$ cat config.mk
export PLATFORM = sky130hd
export DESIGN_NAME = dirty_rect_coalescer
export DESIGN_NICKNAME = d
export VERILOG_FILES = /design/src/rtl/coal_pkg.sv /design/src/rtl/coal_band_cursor.sv /design/src/rtl/coal_extent_track.sv /design/src/rtl/coal_rect_hold.sv /design/src/rtl/dirty_rect_coalescer.sv
export SDC_FILE = /design/constraint.sdc
export NUM_CORES = 1
export LEC_CHECK = 0
export BUFFER_PORTS_ARGS = -buffer_cell sky130_fd_sc_hd__buf_4
export CAP_MARGIN = 10
export CORE_ASPECT_RATIO = 1.25
export CORE_MARGIN = 2
export CORE_UTILIZATION = 57
export DETAILED_ROUTE_END_ITERATION = 16
export GPL_TIMING_DRIVEN = 1
export PLACE_DENSITY = 0.8
export SLEW_MARGIN = 30
export SYNTH_ARGS = -nofsm -noshare
export SYNTH_HDL_FRONTEND = slang
export SYNTH_SLANG_ARGS = --single-unit
export TNS_END_PERCENT = 5
$ cat constraint.sdc
create_clock -name clk -period 3.1 [get_ports clk]
set_input_delay 0.155 -clock clk [delete_from_list [all_inputs] [get_ports clk]]
set_output_delay 0.155 -clock clk [all_outputs]
set_load 0.03 [all_outputs]
$ cat src/rtl/coal_pkg.sv
package coal_pkg;
    localparam int BAND_LINES = 4;
    localparam int BAND_SHIFT = 2;

    typedef enum logic [1:0] {
        CO_IDLE,
        CO_SCAN,
        CO_HOLD,
        CO_FIN
    } co_state_e;

    // line count from a stretch's first line up to the current walk line
    function automatic int unsigned span_lines(input int unsigned cur_line,
                                               input int unsigned first_line);
        return cur_line - first_line;
    endfunction
endpackage

$ cat src/rtl/coal_band_cursor.sv
module coal_band_cursor
    import coal_pkg::*;
#(
    parameter int CNT_W  = 13,
    parameter int PAGE_W = 11
) (
    input  logic              clk,
    input  logic              rst,
    input  logic              clear,
    input  logic              step,
    output logic [CNT_W-1:0]  line,
    output logic [PAGE_W-1:0] page
);
    always_ff @(posedge clk) begin
        if (rst || clear) begin
            line <= '0;
            page <= '0;
        end else if (step) begin
            line <= line + CNT_W'(BAND_LINES);
            page <= page + PAGE_W'(1);
        end
    end

    // line counter and page counter move in lock step
    assert_line_page_lock_R2: assert property (@(posedge clk) disable iff (rst)
        line == {page, 2'b00});
endmodule

$ cat src/rtl/coal_extent_track.sv
module coal_extent_track #(
    parameter int PAGE_W = 11
) (
    input  logic              clk,
    input  logic              rst,
    input  logic              clear,
    input  logic              hit,
    input  logic [PAGE_W-1:0] page,
    output logic [PAGE_W-1:0] lo,
    output logic [PAGE_W-1:0] hi,
    output logic              any
);
    always_ff @(posedge clk) begin
        if (rst || clear) begin
            lo  <= '1;
            hi  <= '0;
            any <= 1'b0;
        end else if (hit) begin
            if (page < lo) lo <= page;
            if (!any || page > hi) hi <= page;
            any <= 1'b1;
        end
    end

    assert_extent_order_R6: assert property (@(posedge clk) disable iff (rst)
        any |-> lo <= hi);
    assert_extent_empty_R7: assert property (@(posedge clk) disable iff (rst)
        !any |-> lo == '1);
endmodule

$ cat src/rtl/coal_rect_hold.sv
module coal_rect_hold #(
    parameter int LINE_W = 12,
    parameter int CNT_W  = 13
) (
    input  logic              clk,
    input  logic              rst,
    input  logic              load,
    input  logic [LINE_W-1:0] top_in,
    input  logic [CNT_W-1:0]  lines_in,
    input  logic              ready,
    output logic              valid,
    output logic [LINE_W-1:0] top,
    output logic [CNT_W-1:0]  lines
);
    always_ff @(posedge clk) begin
        if (rst) begin
            valid <= 1'b0;
            top   <= '0;
            lines <= '0;
        end else if (load) begin
            valid <= 1'b1;
            top   <= top_in;
            lines <= lines_in;
        end else if (valid && ready) begin
            valid <= 1'b0;
        end
    end

    assert_rect_hold_R5: assert property (@(posedge clk) disable iff (rst)
        valid && !ready |=> valid && $stable(top) && $stable(lines));
    assert_rect_shape_R3: assert property (@(posedge clk) disable iff (rst)
        valid |-> (lines != '0) && (lines[1:0] == 2'b00));
endmodule

$ cat src/rtl/dirty_rect_coalescer.sv
module dirty_rect_coalescer
    import coal_pkg::*;
#(
    parameter int LINE_W  = 12,
    parameter int DEPTH_W = 6
) (
    input  logic               clk,
    input  logic               rst,
    input  logic               start,
    input  logic [DEPTH_W-1:0] pix_depth,
    input  logic [LINE_W-1:0]  disp_height,
    output logic               band_req,
    output logic [LINE_W-2:0]  band_page,
    input  logic               band_dirty,
    output logic               rect_valid,
    input  logic               rect_ready,
    output logic [LINE_W-1:0]  rect_top,
    output logic [LINE_W:0]    rect_lines,
    output logic               clr_valid,
    output logic [LINE_W-2:0]  clr_lo,
    output logic [LINE_W-2:0]  clr_hi,
    output logic               done
);
    localparam int CNT_W  = LINE_W + 1;
    localparam int PAGE_W = CNT_W - BAND_SHIFT;

    co_state_e            state;
    logic                 run_open;
    logic [LINE_W-1:0]    run_top;
    logic                 ret_fin;

    logic [CNT_W-1:0]     line;
    logic [PAGE_W-1:0]    page;
    logic [PAGE_W-1:0]    ext_lo, ext_hi;
    logic                 ext_any;

    logic                 frame_go, scan_end, step, hit, flush;
    logic [CNT_W-1:0]     flush_lines;

    assign frame_go = (state == CO_IDLE) && start;
    assign scan_end = line >= {1'b0, disp_height};
    assign step     = (state == CO_SCAN) && !scan_end;
    assign hit      = step && band_dirty;
    assign flush    = (state == CO_SCAN) && run_open && (scan_end || !band_dirty);
    assign flush_lines = CNT_W'(span_lines(int'(line), int'(run_top)));

    coal_band_cursor #(.CNT_W(CNT_W), .PAGE_W(PAGE_W)) u_cursor (
        .clk(clk), .rst(rst), .clear(frame_go), .step(step),
        .line(line), .page(page)
    );

    coal_extent_track #(.PAGE_W(PAGE_W)) u_extent (
        .clk(clk), .rst(rst), .clear(frame_go), .hit(hit), .page(page),
        .lo(ext_lo), .hi(ext_hi), .any(ext_any)
    );

    coal_rect_hold #(.LINE_W(LINE_W), .CNT_W(CNT_W)) u_hold (
        .clk(clk), .rst(rst), .load(flush), .top_in(run_top),
        .lines_in(flush_lines), .ready(rect_ready),
        .valid(rect_valid), .top(rect_top), .lines(rect_lines)
    );

    always_ff @(posedge clk) begin
        if (rst) begin
            state    <= CO_IDLE;
            run_open <= 1'b0;
            run_top  <= '0;
            ret_fin  <= 1'b0;
        end else begin
            case (state)
                CO_IDLE: begin
                    if (start) begin
                        run_open <= 1'b0;
                        state    <= (pix_depth == '0) ? CO_FIN : CO_SCAN;
                    end
                end
                CO_SCAN: begin
                    if (hit && !run_open) begin
                        run_open <= 1'b1;
                        run_top  <= line[LINE_W-1:0];
                    end
                    if (flush) begin
                        run_open <= 1'b0;
                        ret_fin  <= scan_end;
                        state    <= CO_HOLD;
                    end else if (scan_end) begin
                        state <= CO_FIN;
                    end
                end
                CO_HOLD: begin
                    if (rect_valid && rect_ready)
                        state <= ret_fin ? CO_FIN : CO_SCAN;
                end
                default: state <= CO_IDLE;
            endcase
        end
    end

    assign band_req  = step;
    assign band_page = page;
    assign done      = (state == CO_FIN);
    assign clr_valid = done && ext_any;
    assign clr_lo    = ext_lo;
    assign clr_hi    = ext_hi + PAGE_W'(1);

    assert_no_fetch_while_pending_R5: assert property (@(posedge clk) disable iff (rst)
        !(band_req && rect_valid));
    assert_done_pulse_R6: assert property (@(posedge clk) disable iff (rst)
        done |=> !done);
    assert_clear_with_done_R6: assert property (@(posedge clk) disable iff (rst)
        clr_valid |-> done && !rect_valid);
    assert_zero_depth_skip_R8: assert property (@(posedge clk) disable iff (rst)
        (state == CO_IDLE && start && pix_depth == '0) |=> done && !clr_valid);
endmodule

==> impl_metrics.py <==
metrics = {
    "sta": {
        "finalCritPeriodShare_pct": 91.1,
        "period_needed_ns": 2.82,
        "fin_setup_tns_ns": 0,
        "skew_ns": 0.00795,
        "slew_viol_final": 0,
        "setup_viol": 0,
        "worstMarginPinSlew_ns": 0.905,
        "rsz0062_at_grt": "false",
        "finalHoldViolCount": 0,
        "max_freq_mhz": 354,
        "max-slew-margin-rel_pct": 39.1,
    },
    "final_layout": {
        "syn_to_final_growth_pct": 18.1,
        "fin_cells": 764,
        "drive_gt1_share_pct": 18.3,
        "diodes": 0,
        "nNetsFinal": 731,
    },
    "drt": {
        "wirelength_mm": 12.6,
        "firstDrtPassIters": 5,
        "drc": 0,
        "avgRoutedWirePerCell_um": 16.5,
        "num_vias": 4627,
        "viasPerCell": 6.06,
        "drt_iter0_drc": 234,
        "antenna_left": 0,
    },
    "clock_network": {
        "cts_resized": 0,
        "hold_buffers": 0,
        "cts_tree": "done",
        "path_clk_slew_ns": 0.08,
        "post-cts-setup-buffers": 0,
        "clk_latency_ns": 0.36,
        "clockRootBuffer": "clkbuf_8",
        "cts_sinks": 81,
        "clk_path_buf_depth": 2,
        "h-tree-depth": 3,
        "numCtsBuffers": 9,
    },
    "power_and_ir_drop": {
        "ir_drop_mv": 0.206,
        "power_leakage_uw": 0.00256,
        "p_per_area_mw_per_mm2": 380,
    },
    "setup_path": {
        "slowest_delay_ns": 0.66,
        "cp-end-kind": "output port",
        "crit_fanout": 17,
        "worstSetupStartpointType": "register",
        "crit_chain": "ha_1, and2_4, o2111ai_4, o21a_1, o21ai_2, inv_1, buf_4",
        "required_ns": 2.94,
        "crit_slowest_cell": "o21ai_2",
        "path_class": "reg -> out",
        "worst_ep_arrival_time_ns": 2.67,
    },
    "placement": {
        "gp_congestion": 0.883,
        "dp.cells": 749,
        "port_buffers": 80,
        "dpl.hpwl_mm": 9.32,
    },
    "floorplanning": {
        "die_width_um": 86.9,
        "die-area_mm2": 0.00935,
        "initial_utilization_pct": 59.1,
        "coreArea_mm2": 0.00829,
        "die_height_um": 108,
        "top_level_ports": 85,
        "num_rows": 37,
    },
    "synth": {
        "synthesis.area_mm2": 0.00490,
        "synth_edf_count": 0,
        "synthFlopType": "dfxtp_1",
        "syn_inst": 588,
        "syn_avg_cell_area_um2": 8.33,
        "ys_seq_area_share_pct": 33.1,
        "synth_cell_types": 63,
        "yosys_warnings": 0,
        "synth-seq-cells": 81,
        "async_reset_ff_share_pct": 0,
    },
    "grt": {
        "antenna_found_initial": 0,
        "grt_usage_pct": 27.7,
        "grt_max_degree": 38,
        "grt_pass1_vias": 4485,
        "grt_overflow": 0,
        "grt_pass1_wl_mm": 20.6,
    },
    "hold_path": {
        "hp-class": "in -> reg",
    },
    "run": {
        "drv_cap": 0,
    },
    "run_status": {
        "status": "finished, final reports clean",
    },
}
## per-stage QoR
| stage | total power [µW] | setup slack, ns | hold WS [ns] | cell area (µm²) | util (%) |
|---|---|---|---|---|---|
| floorplan | 1280 | 0.902 | 0.324 | 4910 | - |
| global placement | 1350 | 0.542 | 0.460 | 5570 | 67.2 |
| detailed placement | 1360 | 0.399 | 0.464 | 5570 | 67.2 |
| CTS | 2200 | 0.252 | 0.0852 | 5780 | 69.8 |
| global route | 2280 | 0.0904 | 0.0907 | 5780 | 69.8 |
| finish | 2200 | 0.275 | 0.0988 | 5780 | 69.8 |
## worst paths after layout
kind,start,endpoint,slack (ns),depth (start not counted)
worst max-delay path,u_cursor.line[8],band_req,0.28,7
worst min-delay path,rect_ready,state[0],0.1,3
worst max register to register,u_cursor.line[3],u_extent.hi[10],0.34,7
worst min register to register,u_hold.lines[10],u_hold.lines[10],0.47,2
## layout make-up
cell class | instances | area (µm²)
inverters | 49 | 184
well taps | 97 | 121
clock inverters | 3 | 65.1
multi-input cells | 427 | 2930
repair buffers | 95 | 713
flip-flops and latches | 81 | 1620
clock buffers | 12 | 145
fillers | 675 | 2500
## where the power goes
group          switching [µW]  total, µW  internal, µW  leakage, µW
Combinational             167        261          94.1      0.00180
Sequential               20.6       1080          1060     0.000654
Clock                     388        859           471     0.000106
## registers in the layout, summed over array words and instances, names as in the netlist
name and count:
u_hold.lines 11, run_top 10, run_open 1, state 2, u_hold.top 10, u_extent.lo 11, u_cursor.page 11, ret_fin 1
u_extent.any 1, u_hold.valid 1, u_cursor.line 11, u_extent.hi 11
## critical path, delay by kind of cell, from the launching register on
kind                       cells  cell delay, ns
AOI/OAI and AO/OA              3            1.10
adders and majority gates      1            0.36
buffers and inverters          2            0.30
DFF                            1            0.37
and+or+nand+nor                1            0.19
## cells in the final DEF (no fill, tap or decap), drive strengths merged, types with 2 or more instances in the layout
master	instances
or3	5
and3	9
or4	3
xor2	11
and4	2
o31ai	12
and2	9
nor3	5
o21ai	47
a21o	7
ha	44
o2111ai	8
inv	49
a31oi	3
a21oi	49
mux2i	13
dfxtp	81
a221oi	2
nand4	12
a211oi	7
nand3b	2
nand3	48
xnor2	16
nand4b	2
nor2	44
nor2b	8
conb	4
bufinv	2
a211o	3
o211ai	8
o21a	7
nand2	24
clkbuf	12
buf	95
## layer usage
layer,vias to the layer above,part of all wire (%),GRT usage (%)
li1,2247,-,-
met1,2172,38,30.3
met2,164,52,49.2
met3,44,5.2,5.37
met4,0,4.5,15.3
met5,-,0,0
## kinds of logic (layout without fill, tap and decap cells)
logic type               count (synthesis)  count (layout)  share of synthesized area (%)
other                                    1               4                         0.0766
XOR/XNOR                                27              27                           4.83
AO/OA/AOI/OAI                          160             160                           22.0
multiplexers                            13              13                           2.66
AND/OR/NAND/NOR                        178             178                           18.4
flip-flops                              81              81                           33.1
adder cells (fa/ha/maj)                 45              45                           11.7
buffers and inverters                   83             159                           7.26
## cells in the mapped netlist, drive strengths merged, types with 2 or more instances
library cell / count / area share, %
dfxtp: 81 / 33
a21oi: 49 / 5.1
inv: 49 / 3.8
nand3: 48 / 4.9
o21ai: 47 / 5.1
ha: 44 / 11
nor2: 44 / 3.4
nand2: 24 / 1.8
clkbuf: 20 / 1.6
xnor2: 16 / 2.9
buf: 14 / 1.9
mux2i: 13 / 2.7
nand4: 12 / 1.5
o31ai: 12 / 1.8
xor2: 11 / 2.0
and2: 9 / 1.2
and3: 9 / 1.1
nor2b: 8 / 1.0
o2111ai: 8 / 1.8
o211ai: 8 / 1.4
a211oi: 7 / 1.4
a21o: 7 / 1.1
o21a: 7 / 1.1
nor3: 5 / 0.51
or3: 5 / 0.64
a211o: 3 / 0.56
a31oi: 3 / 0.51
or4: 3 / 0.46
a221oi: 2 / 0.72
and4: 2 / 0.36
nand3b: 2 / 0.31
nand4b: 2 / 0.36
Power figures use the tool's default switching activity.
